==> config.mk <==
export PLATFORM = sky130hd
export DESIGN_NAME = irqIdentifier
export DESIGN_NICKNAME = d
export VERILOG_FILES = /design/src/rtl/irqIdPkg.sv /design/src/rtl/irqIdCtrl.sv /design/src/rtl/irqIdData.sv /design/src/rtl/irqIdentifier.sv
export SDC_FILE = /design/constraint.sdc
export NUM_CORES = 1
export LEC_CHECK = 0
export ABC_CLOCK_PERIOD_IN_PS = 1700
export BUFFER_PORTS_ARGS = -buffer_cell sky130_fd_sc_hd__buf_2
export CORE_AREA = 5 5 42 44
export DETAILED_ROUTE_END_ITERATION = 10
export DIE_AREA = 0 0 47 49
export GPL_TIMING_DRIVEN = 0
export MAX_ROUTING_LAYER = met4
export SETUP_SLACK_MARGIN = 0.2
export SLEW_MARGIN = 20
export SYNTH_ARGS = -nofsm -noshare
export SYNTH_HDL_FRONTEND = slang
export SYNTH_SLANG_ARGS = --single-unit
==> constraint.sdc <==
create_clock -name clk -period 1.7 [get_ports clk]
set_input_delay 0.255 -clock clk [delete_from_list [all_inputs] [get_ports clk]]
set_output_delay 0.255 -clock clk [all_outputs]
set_load 0.02 [all_outputs]
==> src/rtl/irqIdPkg.sv <==
package irqIdPkg;

  localparam int NUM_SRC = 5;
  localparam int CODE_W  = 4;
  localparam int ID_W    = 8;

  // source index doubles as priority rank (0 = most urgent)
  localparam int SRC_LINE  = 0;
  localparam int SRC_RXRDY = 1;
  localparam int SRC_RXTMO = 2;
  localparam int SRC_TXEMP = 3;
  localparam int SRC_MODEM = 4;

  localparam logic [CODE_W-1:0] CODE_NONE = 4'b0001;

  typedef struct packed {
    logic capture;  // snapshot the identification value this edge
    logic txAck;    // this read acknowledges the transmitter-empty source
  } ctrlStrobe_t;

  function automatic logic [CODE_W-1:0] srcCode(input int idx);
    case (idx)
      SRC_LINE:  srcCode = 4'b0110;
      SRC_RXRDY: srcCode = 4'b0100;
      SRC_RXTMO: srcCode = 4'b1100;
      SRC_TXEMP: srcCode = 4'b0010;
      default:   srcCode = 4'b0000;
    endcase
  endfunction

endpackage

==> src/rtl/irqIdCtrl.sv <==
module irqIdCtrl
  import irqIdPkg::*;
(
  input  logic        clk,
  input  logic        rstN,
  input  logic        txEmpty,
  input  logic        thrWrite,
  input  logic        idRead,
  input  logic        txReported,
  output ctrlStrobe_t strobe,
  output logic        txPend
);

  logic txPrev;
  logic txRise;
  logic readAck;
  logic clearReq;

  assign txRise   = txEmpty & ~txPrev;
  assign readAck  = idRead & txReported;
  assign clearReq = readAck | thrWrite;

  always_comb begin
    strobe.capture = idRead;
    strobe.txAck   = readAck;
  end

  always_ff @(posedge clk) begin
    if (!rstN) begin
      txPrev <= 1'b0;
      txPend <= 1'b0;
    end else begin
      txPrev <= txEmpty;
      if (txRise)        txPend <= 1'b1;
      else if (clearReq) txPend <= 1'b0;
    end
  end

  AST_TX_READ_CLEAR: assert property (@(posedge clk) disable iff (!rstN)
    ($past(readAck) && !$past(txRise)) |-> !txPend);

  AST_TX_WRITE_CLEAR: assert property (@(posedge clk) disable iff (!rstN)
    ($past(thrWrite) && !$past(txRise)) |-> !txPend);

  AST_TX_SET_WINS: assert property (@(posedge clk) disable iff (!rstN)
    $past(txRise) |-> txPend);

  AST_TX_NO_REARM: assert property (@(posedge clk) disable iff (!rstN)
    (!$past(txPend) && $past(txPrev) && $past(txEmpty)) |-> !txPend);

endmodule

==> src/rtl/irqIdData.sv <==
module irqIdData
  import irqIdPkg::*;
(
  input  logic               clk,
  input  logic               rstN,
  input  ctrlStrobe_t        strobe,
  input  logic [NUM_SRC-1:0] pendRaw,
  input  logic [NUM_SRC-1:0] srcEnable,
  input  logic               fifoOn,
  output logic [NUM_SRC-1:0] reportSel,
  output logic [ID_W-1:0]    idData,
  output logic               irqOut
);

  localparam int RSV_W  = ID_W - CODE_W - 2;
  localparam logic [ID_W-1:0] ID_RESET = {2'b00, {RSV_W{1'b0}}, CODE_NONE};

  logic [NUM_SRC-1:0] pendGated;
  logic [CODE_W-1:0]  liveCode;
  logic               taken;

  assign pendGated = pendRaw & srcEnable;
  assign irqOut    = |pendGated;

  always_comb begin
    taken = 1'b0;
    for (int i = 0; i < NUM_SRC; i++) begin
      reportSel[i] = pendGated[i] & ~taken;
      taken        = taken | pendGated[i];
    end
  end

  always_comb begin
    liveCode = CODE_NONE;
    if (|pendGated) begin
      liveCode = '0;
      for (int i = 0; i < NUM_SRC; i++)
        if (reportSel[i]) liveCode = liveCode | srcCode(i);
    end
  end

  always_ff @(posedge clk) begin
    if (!rstN)               idData <= ID_RESET;
    else if (strobe.capture) idData <= {{2{fifoOn}}, {RSV_W{1'b0}}, liveCode};
  end

  AST_ONE_REPORTED: assert property (@(posedge clk) disable iff (!rstN)
    $onehot0(reportSel) && ((reportSel != '0) == irqOut));

  AST_RESERVED_ZERO: assert property (@(posedge clk) disable iff (!rstN)
    idData[5:4] == 2'b00);

  AST_FIFO_FLAGS: assert property (@(posedge clk) disable iff (!rstN)
    $past(strobe.capture) |-> idData[7:6] == {2{$past(fifoOn)}});

  AST_ID_HOLD: assert property (@(posedge clk) disable iff (!rstN)
    !$past(strobe.capture) |-> $stable(idData));

  AST_IDLE_CODE: assert property (@(posedge clk) disable iff (!rstN)
    ($past(strobe.capture) && !$past(irqOut)) |-> idData[3:0] == CODE_NONE);

  AST_PEND_BIT0: assert property (@(posedge clk) disable iff (!rstN)
    ($past(strobe.capture) && $past(irqOut)) |-> !idData[0]);

  AST_TX_ACK_MATCH: assert property (@(posedge clk) disable iff (!rstN)
    strobe.txAck |-> reportSel[SRC_TXEMP]);

endmodule

==> src/rtl/irqIdentifier.sv <==
module irqIdentifier
  import irqIdPkg::*;
(
  input  logic                clk,
  input  logic                rstN,
  input  logic [NUM_SRC-1:0]  srcEnable,
  input  logic                fifoOn,
  input  logic                lineStatusIrq,
  input  logic                rxReadyIrq,
  input  logic                rxTimeoutIrq,
  input  logic                modemIrq,
  input  logic                txEmpty,
  input  logic                thrWrite,
  input  logic                idRead,
  output logic [ID_W-1:0]     idData,
  output logic                irqOut
);

  ctrlStrobe_t        strobe;
  logic               txPend;
  logic [NUM_SRC-1:0] pendRaw;
  logic [NUM_SRC-1:0] reportSel;

  always_comb begin
    pendRaw            = '0;
    pendRaw[SRC_LINE]  = lineStatusIrq;
    pendRaw[SRC_RXRDY] = rxReadyIrq;
    pendRaw[SRC_RXTMO] = rxTimeoutIrq;
    pendRaw[SRC_TXEMP] = txPend;
    pendRaw[SRC_MODEM] = modemIrq;
  end

  irqIdCtrl uCtrl (
    .clk        (clk),
    .rstN       (rstN),
    .txEmpty    (txEmpty),
    .thrWrite   (thrWrite),
    .idRead     (idRead),
    .txReported (reportSel[SRC_TXEMP]),
    .strobe     (strobe),
    .txPend     (txPend)
  );

  irqIdData uData (
    .clk       (clk),
    .rstN      (rstN),
    .strobe    (strobe),
    .pendRaw   (pendRaw),
    .srcEnable (srcEnable),
    .fifoOn    (fifoOn),
    .reportSel (reportSel),
    .idData    (idData),
    .irqOut    (irqOut)
  );

endmodule

==> flow_summary_export.csv, run 1 <==
group,metric,value,unit
placed_design,port_buffers,20,
worst_setup_path,endpoint_kind,"primary output",
routing,wire_per_inst,11.1,µm
placed_design,gp_congestion,0.727,
synth,synth_xor_area_share,0,%
synth,synth_top_family_by_area,"compound AO/OA/AOI/OAI gates",
global_route,grt_use_total,8.83,%
synth,yosysUniqueCellTypes,20,
clock_network,ctsHoldBuffers,0,
min_path,hold_end,"uCtrl.txPrev",
finish,final.fill_count,167,
floorplan,dieArea,2300,µm²
worst_setup_path,arrival,1.04,ns
min_path,holdCritStartpoint,"txEmpty",
global_route,grt_pass1_wl,1.37,mm
synth,ys_seq_elements,7,
sta,fmax,0.771,GHz
sta,finClkSkew,0.00284,ns
sta,hold_violations,0,
sta,finalSetupViolCount,0,
routing,drc,0,
global_route,grt_pass1_vias,339,
worst_setup_path,rr_worst_depth,3,
finish,areaGrowthSynthToFinish,50.8,%
sta,hold_ws,0.221,ns
global_route,grt_start_max_net_pins,11,
sta,finalCritPeriodShare,76.3,%
routing,drtAntennaViolNets,0,
job,drv_cap,0,
floorplan,fp.dieH,49,µm
routing,via_count,334,
synth,avgSynthCellArea,9.13,µm²
routing,post_drt_via_cell_ratio,4.39,
synth,ys_warn_count,0,
clock_network,postCtsSetupBuffers,1,
finish,antenna_cells,0,
worst_setup_path,crit_fanout,3,
clock_network,postCtsResizedCells,0,
global_route,gr-total-overflow,0,
placed_design,dp_cells,71,
floorplan,die_x,47,µm
floorplan,placementRows,14,
floorplan,floorplan.initialDensity,22.1,%
global_route,antenna_found_initial,0,
synth,synth_area,310,µm²
floorplan,pin_count,24,
sta,drv_slew,0,
placed_design,hpwl,654,µm
clock_network,cts_tree,"yes",
sta,fin_setup_tns,0,ns
clock_network,path_clk_slew,0.05,ns
synth,synth_fa_ha_area_share,0,%
worst_setup_path,cp-start-kind,"flop",
finish,register_area,140,µm²
floorplan,design.core.area,1400,µm²
worst_setup_path,r2r_end,"uData.idData[0]",
worst_setup_path,r2r_start,"uCtrl.txPend",
worst_setup_path,path_class,"reg2out",
routing,dr.pass1.iters,4,
finish,fin_cells,76,
pwr,ir_drop,0.000324,V
synth,synth-simple-area-share,15.3,%
finish,fin_nets,76,
synth,ys_seq_area_share,45.2,%
outcome,status,"completed",
clock_network,cts_buffer_depth,2,
worst_setup_path,critical_path_required,1.44,ns
routing,first_iter_violations,4,
clock_network,cts-buffers-inserted,3,
clock_network,cts_htree_levels,1,
pwr,power.density,901,nW/µm²
worst_setup_path,reg2reg_slack,0.90,ns
clock_network,clock_latency,0.26,ns
synth,synth_compound_area_share,25.4,%
sta,min_period,1.30,ns
synth,synth_mux_area_share,3.23,%
min_path,worstHoldPathCells,2,
synth,synth_cells,34,
finish,drive_gt1_share,45.0,%
finish,multi_input_area,144,µm²
min_path,hp-class,"in2reg",
routing,drt_wl_total,840,µm
clock_network,root_buffer,"clkbuf_4",
sta,rsz0062_at_grt,"false",
pwr,cellLeakagePower,0.236,nW
clock_network,clock_sinks,7,
[layout make-up]
| class | count | share of cell area (%) |
|---|---|---|
| well taps | 16 | 4.28 |
| inverters | 1 | 0.802 |
| multi-input cells | 23 | 30.7 |
| plain buffers | 4 | 5.61 |
| repair buffers | 21 | 23.0 |
| flip-flops and latches | 7 | 29.9 |
| clock buffers | 4 | 5.61 |
[cell usage after synthesis (all sizes together)]
cell    number  area [µm²]
buf          3        22.5
mux2i        1        10.0
o21ai        2        10.0
nand2b       1        6.26
clkbuf       1        3.75
nand3        3        15.0
a222oi       1        10.0
a221oi       1        8.76
nor2b        2        12.5
dfxtp        7         140
a21oi        2        10.0
nand2        2        7.51
conb         1        3.75
o21a         1        7.51
a22oi        1        7.51
a311oi       1        8.76
inv          1        3.75
and2         1        6.26
a32oi        1        8.76
a21o         1        7.51
[flip-flops by register name, summed over array words and instances, names as in the netlist]
| name | flops |
|---|---|
| uData.idData | 5 |
| uCtrl.txPend | 1 |
| uCtrl.txPrev | 1 |
[critical path: stages, from the launching register on]
cell     delay, ns
dfxtp_1       0.32
a22oi_1       0.21
nand2_1       0.08
buf_2         0.17
[report_power, final]
group | switching (mW) | internal (mW)
combinational | 0.0458 | 0.0374
sequential | 0.00485 | 0.175
clock | 0.0687 | 0.0901
total | 0.119 | 0.302
[cell families (layout without fill, tap and decap cells)]
kind of cell,Yosys count,count (layout)
muxes,1,1
AOI/OAI and AO/OA,11,11
other,1,2
and+or+nand+nor,9,9
buffers and inverters,5,30
DFF,7,7
[stage by stage]
| step | setup WS, ns | instance area [µm²] | total power, mW | utilization [%] |
|---|---|---|---|---|
| floorplan | 0.417 | 314 | 0.229 | - |
| finish | 0.402 | 468 | 0.422 | 33.4 |
| global placement | 0.163 | 434 | 0.264 | 31.0 |
| detailed placement | 0.165 | 434 | 0.264 | 31.0 |
| global route | 0.297 | 468 | 0.444 | 33.4 |
| CTS | 0.387 | 468 | 0.428 | 33.4 |
[worst max-delay path by stage]
stage                        startpoint     end  cells past startpoint
after floorplan           lineStatusIrq  irqOut                      2
after global placement    lineStatusIrq  irqOut                      4
after detailed placement  lineStatusIrq  irqOut                      4
after CTS                  uCtrl.txPend  irqOut                      3
after global routing       uCtrl.txPend  irqOut                      3
final                      uCtrl.txPend  irqOut                      3
[layer usage]
metal	wire length [µm]	vias up	part of all wire, %	track usage (%)
met5	0	-	0	-
met4	28	0	3.3	6.91
met3	74	5	8.8	4.06
met2	407	13	48	12.0
met1	329	146	39	9.53
li1	-	170	-	-
[cells in the final DEF (no fill, tap or decap), types with 2 or more instances in the layout]
cell type and count:
nand2_1 2, dfxtp_1 7, o21ai_0 2, clkbuf_1 2, buf_2 20, buf_4 4, nor2b_1 2, a21oi_1 2
clkbuf_4 3, conb_1 2, nand3_1 3
(Power assumes the default switching activity.)
==> run 2, diff against run 1 <==
- ABC_AREA: unset -> 1
- ABC_CLOCK_PERIOD_IN_PS: 1700 -> 1300
- clock period: 1.7 -> 1.3 ns (I/O delays scaled with it)
==> run 2 against run 1 <==
Synthesized cell count is 26% higher. Clock skew increased by 0.00062 ns. Sequential power is 32% higher. Die area is the same. Sequential share of layout area shrank 1.8 points. Cell count rose by 12%. Hold slack lost 0.081 ns. Via count grew 5.1%. Synthesized area grew 8.5%. Design area is 7.2% higher. Critical endpoint unchanged.
==> flow_summary_export.csv, run 2 <==
group,metric,value,unit
finish,fin_nets,85,
finish,antenna_cells,0,
global_route,gr-total-overflow,0,
min_path,hp-class,"in2reg",
worst_setup_path,arrival,0.86,ns
pwr,cellLeakagePower,0.275,nW
routing,dr.pass1.iters,1,
global_route,grt_pass1_vias,332,
synth,synth_edf_count,0,
synth,ys_warn_count,0,
routing,first_iter_violations,0,
synth,ys_seq_area_share,41.6,%
sta,fin_setup_tns,0,ns
clock_network,path_clk_slew,0.06,ns
outcome,status,"completed",
sta,finalSetupViolCount,0,
worst_setup_path,cp-start-kind,"flop",
pwr,clkPwrFrac,36.2,%
finish,drive_gt1_share,52.2,%
sta,drv_slew,0,
pwr,p_total,557,µW
worst_setup_path,reg2reg_slack,0.45,ns
placed_design,hpwl,659,µm
floorplan,fp.dieH,49,µm
worst_setup_path,critical_path_required,1.11,ns
sta,hold_violations,0,
synth,yosys-top-cells-count,"dfxtp_1 (7), nand2_1 (7), inv_1 (5)",
synth,avgSynthCellArea,7.83,µm²
finish,final_common_cell,"buf_2",
finish,areaGrowthSynthToFinish,49.1,%
pwr,switching_share,28.4,%
pwr,comb_power_share,21.3,%
clock_network,clock_sinks,7,
routing,drc,0,
finish,top_register,"uData.idData",
synth,synth_ff_type,"dfxtp_1",
worst_setup_path,crit_fanout,2,
synth,synth_area,337,µm²
job,drv_cap,0,
floorplan,dieArea,2300,µm²
synth,async_reset_ff_share,0,%
placed_design,place_ws,0.299,ns
sta,worst_slack,0.245,ns
sta,min_period,1.06,ns
global_route,grt_start_max_net_pins,8,
worst_setup_path,path_class,"reg2out",
worst_setup_path,rr_worst_depth,5,
clock_network,ctsHoldBuffers,0,
global_route,antenna_found_initial,0,
clock_network,clock_latency,0.25,ns
sta,finClkSkew,0.00346,ns
finish,utilization,35.8,%
worst_setup_path,r2r_end,"uCtrl.txPend",
worst_setup_path,r2r_start,"uCtrl.txPend",
synth,synth.area.top_cells,"dfxtp_1 (42%), nand2_1 (7.8%), buf_4 (6.7%)",
sta,fmax,0.948,GHz
floorplan,pin_count,24,
clock_network,postCtsResizedCells,1,
sta,rsz0062_at_grt,"false",
finish,layout_common_cells,"buf_2 (20), nand2_1 (6), dfxtp_1 (6)",
sta,finalCritPeriodShare,81.2,%
clock_network,root_buffer,"clkbuf_4",
min_path,holdCritStartpoint,"txEmpty",
finish,largest_register_ffs,5,
floorplan,placementRows,14,
pwr,p_sw,158,µW
placed_design,port_buffers,21,
finish,largestRegisters,"uData.idData (5), uCtrl.txPend (1), uCtrl.txPrev (1)",
routing,post_drt_via_cell_ratio,4.13,
synth,yosysUniqueCellTypes,16,
min_path,worstHoldPathCells,3,
clock_network,cts_buffer_depth,2,
clock_network,cts_tree,"yes",
pwr,p_int,399,µW
synth,synth_cells,43,
clock_network,postCtsSetupBuffers,0,
placed_design,gp_congestion,0.628,
synth,synth_top_area_cell,"dfxtp_1",
routing,drt_wl_total,789,µm
floorplan,floorplan.initialDensity,24.0,%
global_route,grt_use_total,8.12,%
routing,via_count,351,
min_path,hold_end,"uCtrl.txPrev",
clock_network,cts_htree_levels,1,
sta,hold_ws,0.140,ns
synth,ys_seq_elements,7,
pwr,ir_drop,0.000615,V
clock_network,cts-buffers-inserted,3,
floorplan,die_x,47,µm
worst_setup_path,endpoint_kind,"primary output",
pwr,power.density,1110,nW/µm²
synth,synth_top_area_share,41.6,%
floorplan,design.core.area,1400,µm²
routing,wire_per_inst,9.28,µm
routing,drtAntennaViolNets,0,
pwr,power_frac_seq,42.5,%
global_route,grt_pass1_wl,1.28,mm
## run 2: changes by cell type in the layout (fill, tap and decap cells not counted), moves of 2 or more
cell and delta:
nand3_1 -2, nor2_1 +2, o21ai_1 +2, nor2b_1 -2, nand2_1 +4, o21ai_0 +2
nand2_2 +4, inv_1 +4
## run 2: cells by family (layout without fill, tap and decap cells)
kind of cell	count (synthesis)	in the layout	synth area share (%)
AOI/OAI and AO/OA	10	10	16.0
DFF	7	7	41.6
other	1	2	1.11
buffers and inverters	8	33	12.3
and+or+nand+nor	17	17	29.0
## run 2: area by class of cell
| type | instances | area [µm²] |
|---|---|---|
| well taps | 16 | 20.0 |
| multi-input cells | 29 | 161 |
| clock buffers | 4 | 26.3 |
| inverters | 5 | 18.8 |
| repair buffers | 21 | 111 |
| flip-flops and latches | 7 | 141 |
| plain buffers | 3 | 22.5 |
| fillers | 167 | 900 |
## run 2: worst max path at each step
stage / from / end / slack, ns / depth (start not counted)
2_1_floorplan: uData.idData[6] / idData[7] / 0.49 / 1
3_3_place_gp: rxTimeoutIrq / irqOut / 0.32 / 6
3_5_place_dp: rxTimeoutIrq / irqOut / 0.30 / 6
4_1_cts: uCtrl.txPend / irqOut / 0.20 / 3
5_1_grt: uCtrl.txPend / irqOut / 0.21 / 3
6_report: uCtrl.txPend / irqOut / 0.24 / 3
## run 2: worst max-delay path, cell delays in order (launching register included)
cell and delay, ns:
dfxtp_2 0.32, nand2_2 0.06, nand3_2 0.09, buf_6 0.14
## run 2: per-stage QoR
stage	cells	cell area, µm²
3_5_place_dp	81	465
4_1_cts	85	494
2_1_floorplan	44	340
6_report	85	502
5_1_grt	85	502
3_3_place_gp	81	465
## run 2: power groups by stage
stage	Combinational, mW	Sequential [mW]	Clock (mW)
2_1_floorplan	0.0566	0.253	0
3_3_place_gp	0.114	0.240	0
3_5_place_dp	0.115	0.240	0
4_1_cts	0.118	0.236	0.208
5_1_grt	0.131	0.239	0.222
6_report	0.119	0.237	0.202
## run 2: layer usage
metal | part of all wire [%] | routed length (µm) | vias to the layer above | track usage (%)
met3 | 10 | 82 | 0 | 8.12
met4 | 0 | 0 | 0 | 0
li1 | - | - | 187 | -
met2 | 43 | 337 | 16 | 10.9
met1 | 47 | 369 | 148 | 9.33
met5 | 0 | 0 | - | -
==> run 3, diff against run 2 <==
- ABC_CLOCK_PERIOD_IN_PS: 1300 -> 800
- clock period: 1.3 -> 0.8 ns (I/O delays scaled with it)
==> run 3 against run 2 <==
The run now ends with negative setup slack left. Clock-buffer cell count unchanged. Critical path depth unchanged. Clock skew is 0.0036 ns higher. Sequential power rose by 65%. Via count grew 0.57%.
==> flow_summary_export.csv, run 3 (same netlist as run 2, synthesis figures left out) <==
group,metric,value,unit
job,drv_cap,0,
worst_setup_path,path_class,"reg2out",
sta,drv_slew,0,
clock_network,cts_buffer_depth,2,
pwr,cellLeakagePower,0.304,nW
finish,layout_common_cells,"buf_2 (14), buf_6 (8)",
min_path,hp-class,"in2reg",
global_route,grt_pass1_wl,1.32,mm
finish,antenna_cells,0,
clock_network,cts_htree_levels,1,
outcome,status,"complete, but fails checks",
global_route,grt_use_total,8.10,%
clock_network,cts_tree,"yes",
worst_setup_path,cp-start-kind,"flop",
floorplan,design.core.area,1400,µm²
floorplan,dieArea,2300,µm²
sta,finClkSkew,0.00709,ns
routing,drtAntennaViolNets,0,
routing,drt_wl_total,805,µm
placed_design,hpwl,665,µm
worst_setup_path,crit_fanout,2,
sta,worst_slack,-0.153,ns
worst_setup_path,critPathMaxStageDelay,0.32,ns
routing,first_iter_violations,6,
finish,final_common_cell,"buf_2",
sta,fin_setup_tns,-0.513,ns
routing,dr.pass1.iters,3,
global_route,gr-total-overflow,0,
worst_setup_path,arrival,0.83,ns
finish,utilization,42.2,%
pwr,ir_drop,0.000632,V
global_route,grt_pass1_vias,330,
global_route,grt_start_max_net_pins,8,
worst_setup_path,cpLargestDelayFamily,"flip-flops",
outcome,violations,"negative setup slack",
floorplan,floorplan.initialDensity,24.0,%
routing,via_count,353,
placed_design,gp_congestion,0.633,
finish,drive_gt1_share,68.1,%
clock_network,root_buffer,"clkbuf_4",
floorplan,pin_count,24,
worst_setup_path,critical_path_required,0.68,ns
placed_design,port_buffers,21,
routing,post_drt_via_cell_ratio,4.01,
clock_network,cts-buffers-inserted,3,
finish,largestRegisters,"uData.idData (5), uCtrl.txPend (1), uCtrl.txPrev (1)",
worst_setup_path,crit_chain,"nand2_2, nand3_2, buf_6",
floorplan,placementRows,14,
floorplan,die_x,47,µm
global_route,antenna_found_initial,0,
clock_network,clock_latency,0.25,ns
pwr,p_total,960,µW
finish,fin_nets,88,
clock_network,clock_sinks,7,
finish,areaGrowthSynthToFinish,75.8,%
worst_setup_path,slowest_stage,"dfxtp_2",
routing,drc,0,
pwr,power.density,1620,nW/µm²
finish,largest_register_ffs,5,
finish,top_register,"uData.idData",
sta,hold_violations,0,
routing,wire_per_inst,9.15,µm
sta,finalSetupViolCount,10,
floorplan,fp.dieH,49,µm
sta,min_period,0.953,ns
clock_network,path_clk_slew,0.05,ns
worst_setup_path,cp_num_buf_inv,1,
sta,rsz0062_at_grt,"true",
worst_setup_path,endpoint_kind,"primary output",
sta,finalCritPeriodShare,119,%
sta,fmax,1.05,GHz
[run 3: layout make-up]
| type | instances | area (µm²) |
|---|---|---|
| fillers | 164 | 810 |
| multi-input cells | 29 | 179 |
| repair buffers | 24 | 171 |
| flip-flops and latches | 7 | 150 |
| clock buffers | 4 | 26.3 |
| plain buffers | 3 | 26.3 |
| well taps | 16 | 20.0 |
| inverters | 5 | 18.8 |
[run 3: routing by layer]
| layer | routed length (µm) | track usage (%) | vias to the layer above |
|---|---|---|---|
| li1 | - | - | 191 |
| met1 | 304 | 9.71 | 151 |
| met2 | 445 | 11.1 | 11 |
| met3 | 56 | 2.58 | 0 |
| met4 | 0 | 5.53 | 0 |
| met5 | 0 | - | - |
[run 3: repair_timing]
item	4_1_cts	5_1_grt
buffers inserted	2	1
hold buffers	0	0
pin swaps	3	2
cloned	0	0
resized for setup	20	4
setup endpoints to repair	11	13
[run 3: worst paths after layout]
| path | from | to | slack, ns | cells after the start |
|---|---|---|---|---|
| worst max-delay path | uCtrl.txPend | irqOut | -0.15 | 3 |
| worst min-delay path | txEmpty | uCtrl.txPrev | 0.08 | 3 |
| worst max register to register | uCtrl.txPend | uData.idData[0] | -0.06 | 5 |
| worst min register to register | uCtrl.txPrev | uCtrl.txPend | 0.40 | 1 |
[run 3: per-stage QoR]
step	hold WS, ns	cells	setup WS, ns	area, µm²
2_1_floorplan	0.207	44	0.00933	350
3_3_place_gp	0.318	81	-0.0578	475
3_5_place_dp	0.327	81	-0.0622	475
4_1_cts	0.0756	87	-0.175	571
5_1_grt	0.0868	88	-0.205	592
6_report	0.0776	88	-0.153	592
[run 3: power breakdown]
part	internal (mW)	leakage, nW	switching [mW]	total [mW]
Sequential	0.376	0.0598	0.0164	0.392
Combinational	0.129	0.229	0.121	0.249
Clock	0.190	0.0150	0.128	0.318
Total	0.695	0.304	0.265	0.960
[run 3: worst reg2reg max path, delay by kind of cell, from the launching register on]
| kind | cells | cell delay, ns |
|---|---|---|
| DFF | 1 | 0.32 |
| AOI/OAI and AO/OA | 1 | 0.09 |
| and+or+nand+nor | 2 | 0.13 |
| buffers and inverters | 2 | 0.25 |
